### src/rtl/nand_cmd_pkg.sv
package nand_cmd_pkg;
  localparam int IO_W = 8;
  localparam int OP_W = 4;

  localparam logic [IO_W-1:0] CMD_READ      = 8'h00;
  localparam logic [IO_W-1:0] CMD_READ_GO   = 8'h30;
  localparam logic [IO_W-1:0] CMD_CB_READ   = 8'h35;
  localparam logic [IO_W-1:0] CMD_RDOUT     = 8'h05;
  localparam logic [IO_W-1:0] CMD_RDOUT_GO  = 8'hE0;
  localparam logic [IO_W-1:0] CMD_PROG      = 8'h80;
  localparam logic [IO_W-1:0] CMD_DATA_IN   = 8'h85;
  localparam logic [IO_W-1:0] CMD_PROG_GO   = 8'h10;
  localparam logic [IO_W-1:0] CMD_CPROG_GO  = 8'h15;
  localparam logic [IO_W-1:0] CMD_ERASE     = 8'h60;
  localparam logic [IO_W-1:0] CMD_ERASE_GO  = 8'hD0;
  localparam logic [IO_W-1:0] CMD_CACHE_RD  = 8'h31;
  localparam logic [IO_W-1:0] CMD_CACHE_END = 8'h34;
  localparam logic [IO_W-1:0] CMD_RESET     = 8'hFF;
  localparam logic [IO_W-1:0] CMD_SIG       = 8'h90;
  localparam logic [IO_W-1:0] CMD_STATUS    = 8'h70;

  localparam logic [OP_W-1:0] OP_READ       = 4'd0;
  localparam logic [OP_W-1:0] OP_RDOUT      = 4'd1;
  localparam logic [OP_W-1:0] OP_CACHE_RD   = 4'd2;
  localparam logic [OP_W-1:0] OP_CACHE_END  = 4'd3;
  localparam logic [OP_W-1:0] OP_PROG       = 4'd4;
  localparam logic [OP_W-1:0] OP_CPROG      = 4'd5;
  localparam logic [OP_W-1:0] OP_CB_READ    = 4'd6;
  localparam logic [OP_W-1:0] OP_CB_PROG    = 4'd7;
  localparam logic [OP_W-1:0] OP_ERASE      = 4'd8;
  localparam logic [OP_W-1:0] OP_RESET      = 4'd9;
  localparam logic [OP_W-1:0] OP_SIG        = 4'd10;
  localparam logic [OP_W-1:0] OP_STATUS     = 4'd11;

  typedef enum logic [2:0] {
    SQ_IDLE,
    SQ_READ,
    SQ_RDOUT,
    SQ_PROG,
    SQ_CBPROG,
    SQ_ERASE
  } seq_e;
endpackage

### src/rtl/nand_bus_sampler.sv
module nand_bus_sampler
  import nand_cmd_pkg::*;
(
  input  logic            clk_i,
  input  logic            rst_ni,
  input  logic            we_i,
  input  logic            cle_i,
  input  logic            ale_i,
  input  logic [IO_W-1:0] io_i,
  output logic            cmd_stb_o,
  output logic            addr_stb_o,
  output logic [IO_W-1:0] byte_o
);
  logic we_q;
  logic we_rise;

  // idle-high line: reset high so no false edge after reset
  always_ff @(posedge clk_i or negedge rst_ni) begin
    if (!rst_ni) we_q <= 1'b1;
    else         we_q <= we_i;
  end

  assign we_rise    = we_i & ~we_q;
  assign cmd_stb_o  = we_rise & cle_i;
  assign addr_stb_o = we_rise & ale_i & ~cle_i;
  assign byte_o     = io_i;
endmodule

### src/rtl/nand_busy_filter.sv
module nand_busy_filter
  import nand_cmd_pkg::*;
(
  input  logic            cmd_stb_i,
  input  logic [IO_W-1:0] byte_i,
  input  logic            busy_i,
  input  logic            cache_busy_i,
  output logic            cmd_ok_o
);
  logic allowed_busy;

  always_comb begin
    allowed_busy = (byte_i == CMD_RESET) || (byte_i == CMD_STATUS) ||
                   ((byte_i == CMD_CACHE_END) && cache_busy_i);
    cmd_ok_o = cmd_stb_i && (!busy_i || allowed_busy);
  end
endmodule

### src/rtl/nand_seq_fsm.sv
module nand_seq_fsm
  import nand_cmd_pkg::*;
(
  input  logic            clk_i,
  input  logic            rst_ni,
  input  logic            cmd_ok_i,
  input  logic            addr_stb_i,
  input  logic [IO_W-1:0] byte_i,
  output logic            op_valid_o,
  output logic [OP_W-1:0] op_code_o
);
  seq_e            state_q, state_d;
  logic            addr_q, addr_d;
  logic            fire;
  logic [OP_W-1:0] code;
  logic            valid_q;
  logic [OP_W-1:0] code_q;

  always_comb begin
    state_d = state_q;
    addr_d  = addr_q;
    fire    = 1'b0;
    code    = code_q;

    if (addr_stb_i && state_q != SQ_IDLE) addr_d = 1'b1;

    if (cmd_ok_i) begin
      if (byte_i == CMD_RESET) begin
        state_d = SQ_IDLE;
        addr_d  = 1'b0;
        fire    = 1'b1;
        code    = OP_RESET;
      end else if (state_q == SQ_IDLE) begin
        addr_d = 1'b0;
        case (byte_i)
          CMD_READ:      state_d = SQ_READ;
          CMD_RDOUT:     state_d = SQ_RDOUT;
          CMD_PROG:      state_d = SQ_PROG;
          CMD_DATA_IN:   state_d = SQ_CBPROG;
          CMD_ERASE:     state_d = SQ_ERASE;
          CMD_CACHE_RD:  begin fire = 1'b1; code = OP_CACHE_RD;  end
          CMD_CACHE_END: begin fire = 1'b1; code = OP_CACHE_END; end
          CMD_SIG:       begin fire = 1'b1; code = OP_SIG;       end
          CMD_STATUS:    begin fire = 1'b1; code = OP_STATUS;    end
          default:       ;
        endcase
      end else begin
        // pending: default is silent abort
        state_d = SQ_IDLE;
        addr_d  = 1'b0;
        case (state_q)
          SQ_READ: begin
            if (addr_q && byte_i == CMD_READ_GO) begin
              fire = 1'b1; code = OP_READ;
            end else if (addr_q && byte_i == CMD_CB_READ) begin
              fire = 1'b1; code = OP_CB_READ;
            end
          end
          SQ_RDOUT: begin
            if (addr_q && byte_i == CMD_RDOUT_GO) begin
              fire = 1'b1; code = OP_RDOUT;
            end
          end
          SQ_PROG: begin
            if (byte_i == CMD_DATA_IN) begin
              state_d = SQ_PROG;
              addr_d  = addr_q;
            end else if (addr_q && byte_i == CMD_PROG_GO) begin
              fire = 1'b1; code = OP_PROG;
            end else if (addr_q && byte_i == CMD_CPROG_GO) begin
              fire = 1'b1; code = OP_CPROG;
            end
          end
          SQ_CBPROG: begin
            if (byte_i == CMD_DATA_IN) begin
              state_d = SQ_CBPROG;
              addr_d  = addr_q;
            end else if (addr_q && byte_i == CMD_PROG_GO) begin
              fire = 1'b1; code = OP_CB_PROG;
            end
          end
          SQ_ERASE: begin
            if (addr_q && byte_i == CMD_ERASE_GO) begin
              fire = 1'b1; code = OP_ERASE;
            end
          end
          default: ;
        endcase
      end
    end
  end

  always_ff @(posedge clk_i or negedge rst_ni) begin
    if (!rst_ni) begin
      state_q <= SQ_IDLE;
      addr_q  <= 1'b0;
      valid_q <= 1'b0;
      code_q  <= '0;
    end else begin
      state_q <= state_d;
      addr_q  <= addr_d;
      valid_q <= fire;
      code_q  <= code;
    end
  end

  assign op_valid_o = valid_q;
  assign op_code_o  = code_q;
endmodule

### src/rtl/nand_cmd_decoder.sv
module nand_cmd_decoder
  import nand_cmd_pkg::*;
(
  input  logic            clk_i,
  input  logic            rst_ni,
  input  logic            we_i,
  input  logic            cle_i,
  input  logic            ale_i,
  input  logic [IO_W-1:0] io_i,
  input  logic            busy_i,
  input  logic            cache_busy_i,
  output logic            op_valid_o,
  output logic [OP_W-1:0] op_code_o
);
  logic            cmd_stb;
  logic            addr_stb;
  logic            cmd_ok;
  logic [IO_W-1:0] bus_byte;

  nand_bus_sampler u_sampler (
    .clk_i      (clk_i),
    .rst_ni     (rst_ni),
    .we_i       (we_i),
    .cle_i      (cle_i),
    .ale_i      (ale_i),
    .io_i       (io_i),
    .cmd_stb_o  (cmd_stb),
    .addr_stb_o (addr_stb),
    .byte_o     (bus_byte)
  );

  nand_busy_filter u_filter (
    .cmd_stb_i    (cmd_stb),
    .byte_i       (bus_byte),
    .busy_i       (busy_i),
    .cache_busy_i (cache_busy_i),
    .cmd_ok_o     (cmd_ok)
  );

  nand_seq_fsm u_fsm (
    .clk_i      (clk_i),
    .rst_ni     (rst_ni),
    .cmd_ok_i   (cmd_ok),
    .addr_stb_i (addr_stb),
    .byte_i     (bus_byte),
    .op_valid_o (op_valid_o),
    .op_code_o  (op_code_o)
  );
endmodule

### config.mk
export PLATFORM = sky130hd
export DESIGN_NAME = nand_cmd_decoder
export DESIGN_NICKNAME = d
export VERILOG_FILES = /design/src/rtl/nand_cmd_pkg.sv /design/src/rtl/nand_bus_sampler.sv /design/src/rtl/nand_busy_filter.sv /design/src/rtl/nand_seq_fsm.sv /design/src/rtl/nand_cmd_decoder.sv
export SDC_FILE = /design/constraint.sdc
export NUM_CORES = 1
export LEC_CHECK = 0
export BUFFER_PORTS_ARGS = -buffer_cell sky130_fd_sc_hd__buf_2
export CORE_MARGIN = 1
export CORE_UTILIZATION = 31
export CTS_BUF_LIST = sky130_fd_sc_hd__clkbuf_8
export CTS_CLUSTER_DIAMETER = 100
export DETAILED_ROUTE_END_ITERATION = 8
export MAX_ROUTING_LAYER = met4
export PLACE_DENSITY = 0.48
export SYNTH_ARGS = -nofsm -noshare
export SYNTH_HDL_FRONTEND = slang
export SYNTH_SLANG_ARGS = --single-unit
### constraint.sdc
create_clock -name clk_i -period 3.34 [get_ports clk_i]
set_input_delay 0.334 -clock clk_i [delete_from_list [all_inputs] [get_ports clk_i]]
set_output_delay 0.334 -clock clk_i [all_outputs]
set_load 0.03 [all_outputs]
; ---- After elaboration in Yosys (flattened, before gate mapping)
; Cells that the tools add are included.
[op_classes]
n_eq_ne = 30
muxes = 39
bitwise_logic = 6
n_reduce_logical = 23
[ops]
columns = cell, count
row1 = 8-bit == test (second input constant), 6
row2 = 4-bit two-way mux, 11
row3 = 8-bit by 6-bit == test with 1-bit output (second input constant), 4
row4 = 4-bit case mux with 5 select lines, 1
row5 = 1-bit two-way mux, 19
row6 = 8-bit by 5-bit == test with 1-bit output (second input constant), 2
row7 = 8-bit by 7-bit == test with 1-bit output (second input constant), 2
row8 = 4-bit case mux with 4 select lines, 1
row9 = 3-bit case mux with 5 select lines, 1
row10 = 4-bit by 2-bit inequality test with 1-bit output (second input constant), 3
row11 = 5-bit by 2-bit inequality test with 1-bit output (second input constant), 2
row12 = 10-bit AND reduction, 1
row13 = 1-bit logical AND, 9
row14 = 3-bit two-way mux, 3
row15 = 8-bit by 3-bit == test with 1-bit output (second input constant), 1
row16 = 8-bit zero test, 1
row17 = 4-bit by 3-bit inequality test with 1-bit output (second input constant), 2
row18 = 7-bit inequality test (second input constant), 1
row19 = 7-bit nonzero test, 1
row20 = 3-bit by 2-bit == test with 1-bit output (second input constant), 2
row21 = 3-bit == test (second input constant), 2
row22 = 6-bit inequality test (second input constant), 1
row23 = 3-bit case mux with 2 select lines, 1
row24 = 5-bit by 4-bit inequality test with 1-bit output (second input constant), 1
row25 = 13 further kinds, 20
[totals]
register_bits = 10
input_bits = 15
out_inout_bits = 5
elab_cells = 103

; ---- Logic depth before layout (Yosys ltp)
[depth]
depth_word = 9
depth_mapped = 7
mapped_depth_nobuf = 6

; ---- Modules after synthesis
; A second synthesis with hierarchy kept.
[unflattened]
cells_unflattened = 124
hier_area_um2 = 1039.7
[modules_own_cells]
columns = module, instances, cells_each, area_each_um2, seq_area_each_um2
row1 = nand_seq_fsm, 1, 104, 868.3, 225.2
row2 = nand_bus_sampler, 1, 11, 108.9, 26.3
row3 = nand_busy_filter, 1, 9, 62.6, 0.0

; ---- Least setup slack after synthesis
; OpenSTA, ideal clock, no wires.
[synth_path]
kind = input to register
start = input io_i[6]
end = register u_fsm.state_q[1]
setup_time_ps = 82
arrival_ps = 1932
required_ps = 3258
path_slack_ps = 1326
stages = 7
path_buffers = 1
path_cell_list = buf_2 > and4bb_1 > and3_1 > o21ai_1 > a31o_2 > or4b_4 > o22ai_1
[synth_between]
elab_chain_cells = 6
word_cells_on_any_way = 20
cone_classes = eq/ne: 8 / mux: 5 / reduce/logical: 7
[synth_lines]
columns = item, line_no
row1 = start: declaration, nand_cmd_decoder.sv:9  ; input logic [IO_W-1:0] io_i,
row2 = "parallel branches: the longest is 6 deep, another holds 8-bit == test", -
row3 = end signal: assignment, nand_seq_fsm.sv:100  ; state_q <= state_d;
row4 = end: declaration, nand_seq_fsm.sv:12  ; seq_e state_q, state_d;
; Parallel ways; which one is timed is not known.
; A chain may end at the register's enable or synchronous reset.

; ---- Worst setup path after layout
[layout_path]
start = register u_fsm.state_q[2]
end = register u_fsm.code_q[0] (netlist: u_fsm.op_code_o[0])
[layout_between]
elab_chain_cells = 4
word_cells_on_any_way = 19
cone_classes = eq/ne: 13 / mux: 3 / reduce/logical: 3
[layout_lines]
columns = item, line_no
row1 = "3-bit == test, or another cell as far along", nand_seq_fsm.sv:51  ; case (state_q)
row2 = 4-bit case mux with 5 select lines, nand_seq_fsm.sv:51
row3 = 4-bit two-way mux, nand_seq_fsm.sv:33  ; end else if (state_q == SQ_IDLE) begin
row4 = 4-bit two-way mux, nand_seq_fsm.sv:28  ; if (byte_i == CMD_RESET) begin
row5 = end signal: assignment, nand_seq_fsm.sv:103  ; code_q <= code;
row6 = end: declaration, nand_seq_fsm.sv:17  ; logic [OP_W-1:0] code_q;
; Several ways; a longest one is shown, not always the timed one.

==> results.yml <==
grt:
  grt_overflow: 0
  antenna_found_initial: 0
  grt_pass1_wl_um: 4000
  grt_pass1_vias: 906
  globalRouteTotalUtil_pct: 16.6
  grt_max_degree: 17
sta:
  clock.fmax_ghz: 0.459
  slew_viol_final: 0
  holdWs_ns: 0.232
  period_share_pct: 65.2
  slew_headroom_pct: 68.9
  rsz0062_at_grt: "false"
  hold_viol_final: 0
  setup_viol: 0
  fin_crit_ns: 2.18
  tightest_slew_ns: 0.461
  tns_ns: 0
  worst_clock_skew_ns: 0.00430
floorplanning:
  fp.coreArea_sq_mm: 0.00276
  start_util_pct: 32.9
  dieArea_sq_mm: 0.00315
  io_pins: 20
  row_count: 19
  die_h_um: 56.1
  dieWidth_um: 56.1
setup_path:
  worst-path-max-fanout: 16
  rrSetupSlack_ns: 1.16
  required_ns: 3.45
  slowest_stage: "dfrtp_1"
  crit_buf_inv: 0
  start_kind: "flop"
  crit_family: "simple AND/OR/NAND/NOR gates"
  cp_data_arrival_time_ns: 2.29
  end_kind: "flop"
  cp_slowest_stage_delay_ns: 0.54
  crit_chain: "nor4b_1 -> nand4_1 -> a21oi_1 -> nor4_1 -> nor2_2 -> mux2_1"
  crit_type: "reg2reg"
clocking:
  ctsResizeCount: 0
  clockBufferDepth: 2
  cts_buffers: 3
  cts_sinks: 10
  cts_tree: "yes"
  htree_levels: 1
  cts_root_buf: "clkbuf_8"
  worstSkewPairLatency_ns: 0.23
  clk_pin_slew_ns: 0.05
placed_design:
  gp_congestion: 0.794
  io_buffers: 19
  dp_hpwl_um: 1860
  place_inst: 158
logic_synthesis:
  synth_top_cell_by_area: "dfrtp_1"
  synth_nets: 133
  synth_top_area_share_pct: 24.8
  synthCells: 118
  synth-seq-area-share_pct: 27.7
  synth_cell_type_count: 42
  synth_edf_count: 0
  synth_common_cells: "nor2_1, nand2_1, dfrtp_1"
  ys_top_cells_by_area: "dfrtp_1, nor2_1, mux2_1"
  ys_warn_count: 0
  synth_most_common_cell: "nor2_1"
  syn-cell-area_sq_um: 907
  synth_ff_type: "dfrtp_1"
  syn_area_per_cell_sq_um: 7.69
  synthArstFlopShare_pct: 100
  ys_ff_latch: 10
finish:
  nets: 148
  drive_gt1_share_pct: 21.2
  area_delta_synth_final_pct: 16.0
  fin_cells: 163
  utilization_pct: 38.2
  antenna_cells: 0
detailed_routing:
  wirelength_um: 2380
  drc_errors: 0
  wl_per_cell_um: 14.6
  ant_nets: 0
  route.vias.total: 921
  detail_route.iter0.violations: 25
  drt_pass1_iterations: 4
  viasPerCell: 5.65
power_and_ir_drop:
  vdd_drop_max_v: 0.000291
  powerDensity_mw_per_mm2: 460
  p_leak_nw: 0.446
hold_path:
  hold_class: "in2reg"
run:
  cap_violations: 0
status:
  status: "finished, final reports clean"
[sequential cells by signal (all words and copies together), names as in the netlist]
| name | count |
|---|---|
| u_fsm.state_q | 3 |
| u_fsm.addr_q | 1 |
| u_sampler.we_q | 1 |
| u_fsm.op_code_o | 4 |
| u_fsm.op_valid_o | 1 |
[path summary, 6_finish.rpt]
kind	startpoint	cells after the start	endpoint
min in group asynchronous	rst_ni	2	u_fsm.op_code_o[3]
worst max-delay path	u_fsm.state_q[2]	6	u_fsm.op_code_o[0]
worst min register to register	u_fsm.op_code_o[1]	1	u_fsm.op_code_o[1]
max in group asynchronous	rst_ni	2	u_sampler.we_q
worst min-delay path	we_i	1	u_sampler.we_q
worst max register to register	u_fsm.state_q[2]	6	u_fsm.op_code_o[0]
[routing by layer]
| metal | global-route usage (%) | share of wire (%) | vias up |
|---|---|---|---|
| met5 | - | 0 | - |
| met4 | 9.41 | 1.2 | 0 |
| met3 | 3.26 | 4.4 | 4 |
| met2 | 25.0 | 47 | 23 |
| met1 | 20.6 | 48 | 428 |
| li1 | - | - | 466 |
[cell families after synthesis]
group	share of synthesized area, %
xor gates and xnor gates	1.93
DFF	27.7
buffers and inverters	5.66
and+or+nand+nor	41.4
AOI/OAI and AO/OA	17.2
muxes	6.07
[worst register-to-register path: stages, from the launching register on]
cell and delay, ns:
dfrtp_1 0.54, nor4b_1 0.53, nand4_1 0.15, a21oi_1 0.15, nor4_1 0.08, nor2_2 0.25, mux2_1 0.36
[final cells by class]
cell class              instances  area (sq um)
clock buffers                   3          41.3
clock inverters                 1          3.75
fillers                       299          1710
inverters                       2          7.51
multi-input cells              96           604
flip-flops and latches         10           251
well taps                      31          38.8
repair buffers                 20           105
[per-stage QoR]
| stage | setup WS [ns] | instance area, sq um | total power, mW |
|---|---|---|---|
| final | 1.16 | 1050 | 0.484 |
| after floorplan | 1.33 | 907 | 0.316 |
| after CTS | 1.21 | 1050 | 0.489 |
| after detailed placement | 1.16 | 997 | 0.361 |
| after global routing | 1.00 | 1050 | 0.525 |
| after global placement | 1.12 | 997 | 0.360 |
[placed cells by master, fill, tap and decap left out, drive strengths merged, types with 3 or more instances in the layout]
| cell | n |
|---|---|
| a21oi | 7 |
| buf | 19 |
| clkbuf | 3 |
| dfrtp | 9 |
| inv | 3 |
| mux2 | 4 |
| nand2 | 12 |
| nand3 | 3 |
| nand4 | 6 |
| nand4b | 3 |
| nor2 | 17 |
| nor2b | 4 |
| nor3 | 3 |
| o211ai | 3 |
| o21ai | 7 |
[timing repair]
action	CTS	global route
buffers inserted	0	0
endpoints found under the hold margin	9	0
hold buffers	1	0
[report_power, final]
part / internal [mW] / switching [mW] / total (mW) / leakage, nW
registers: 0.142 / 0.0496 / 0.191 / 0.127
clock network: 0.0800 / 0.0427 / 0.123 / 0.0269
logic: 0.0710 / 0.0989 / 0.170 / 0.292
Note: power is estimated with default switching activity, not from simulation.
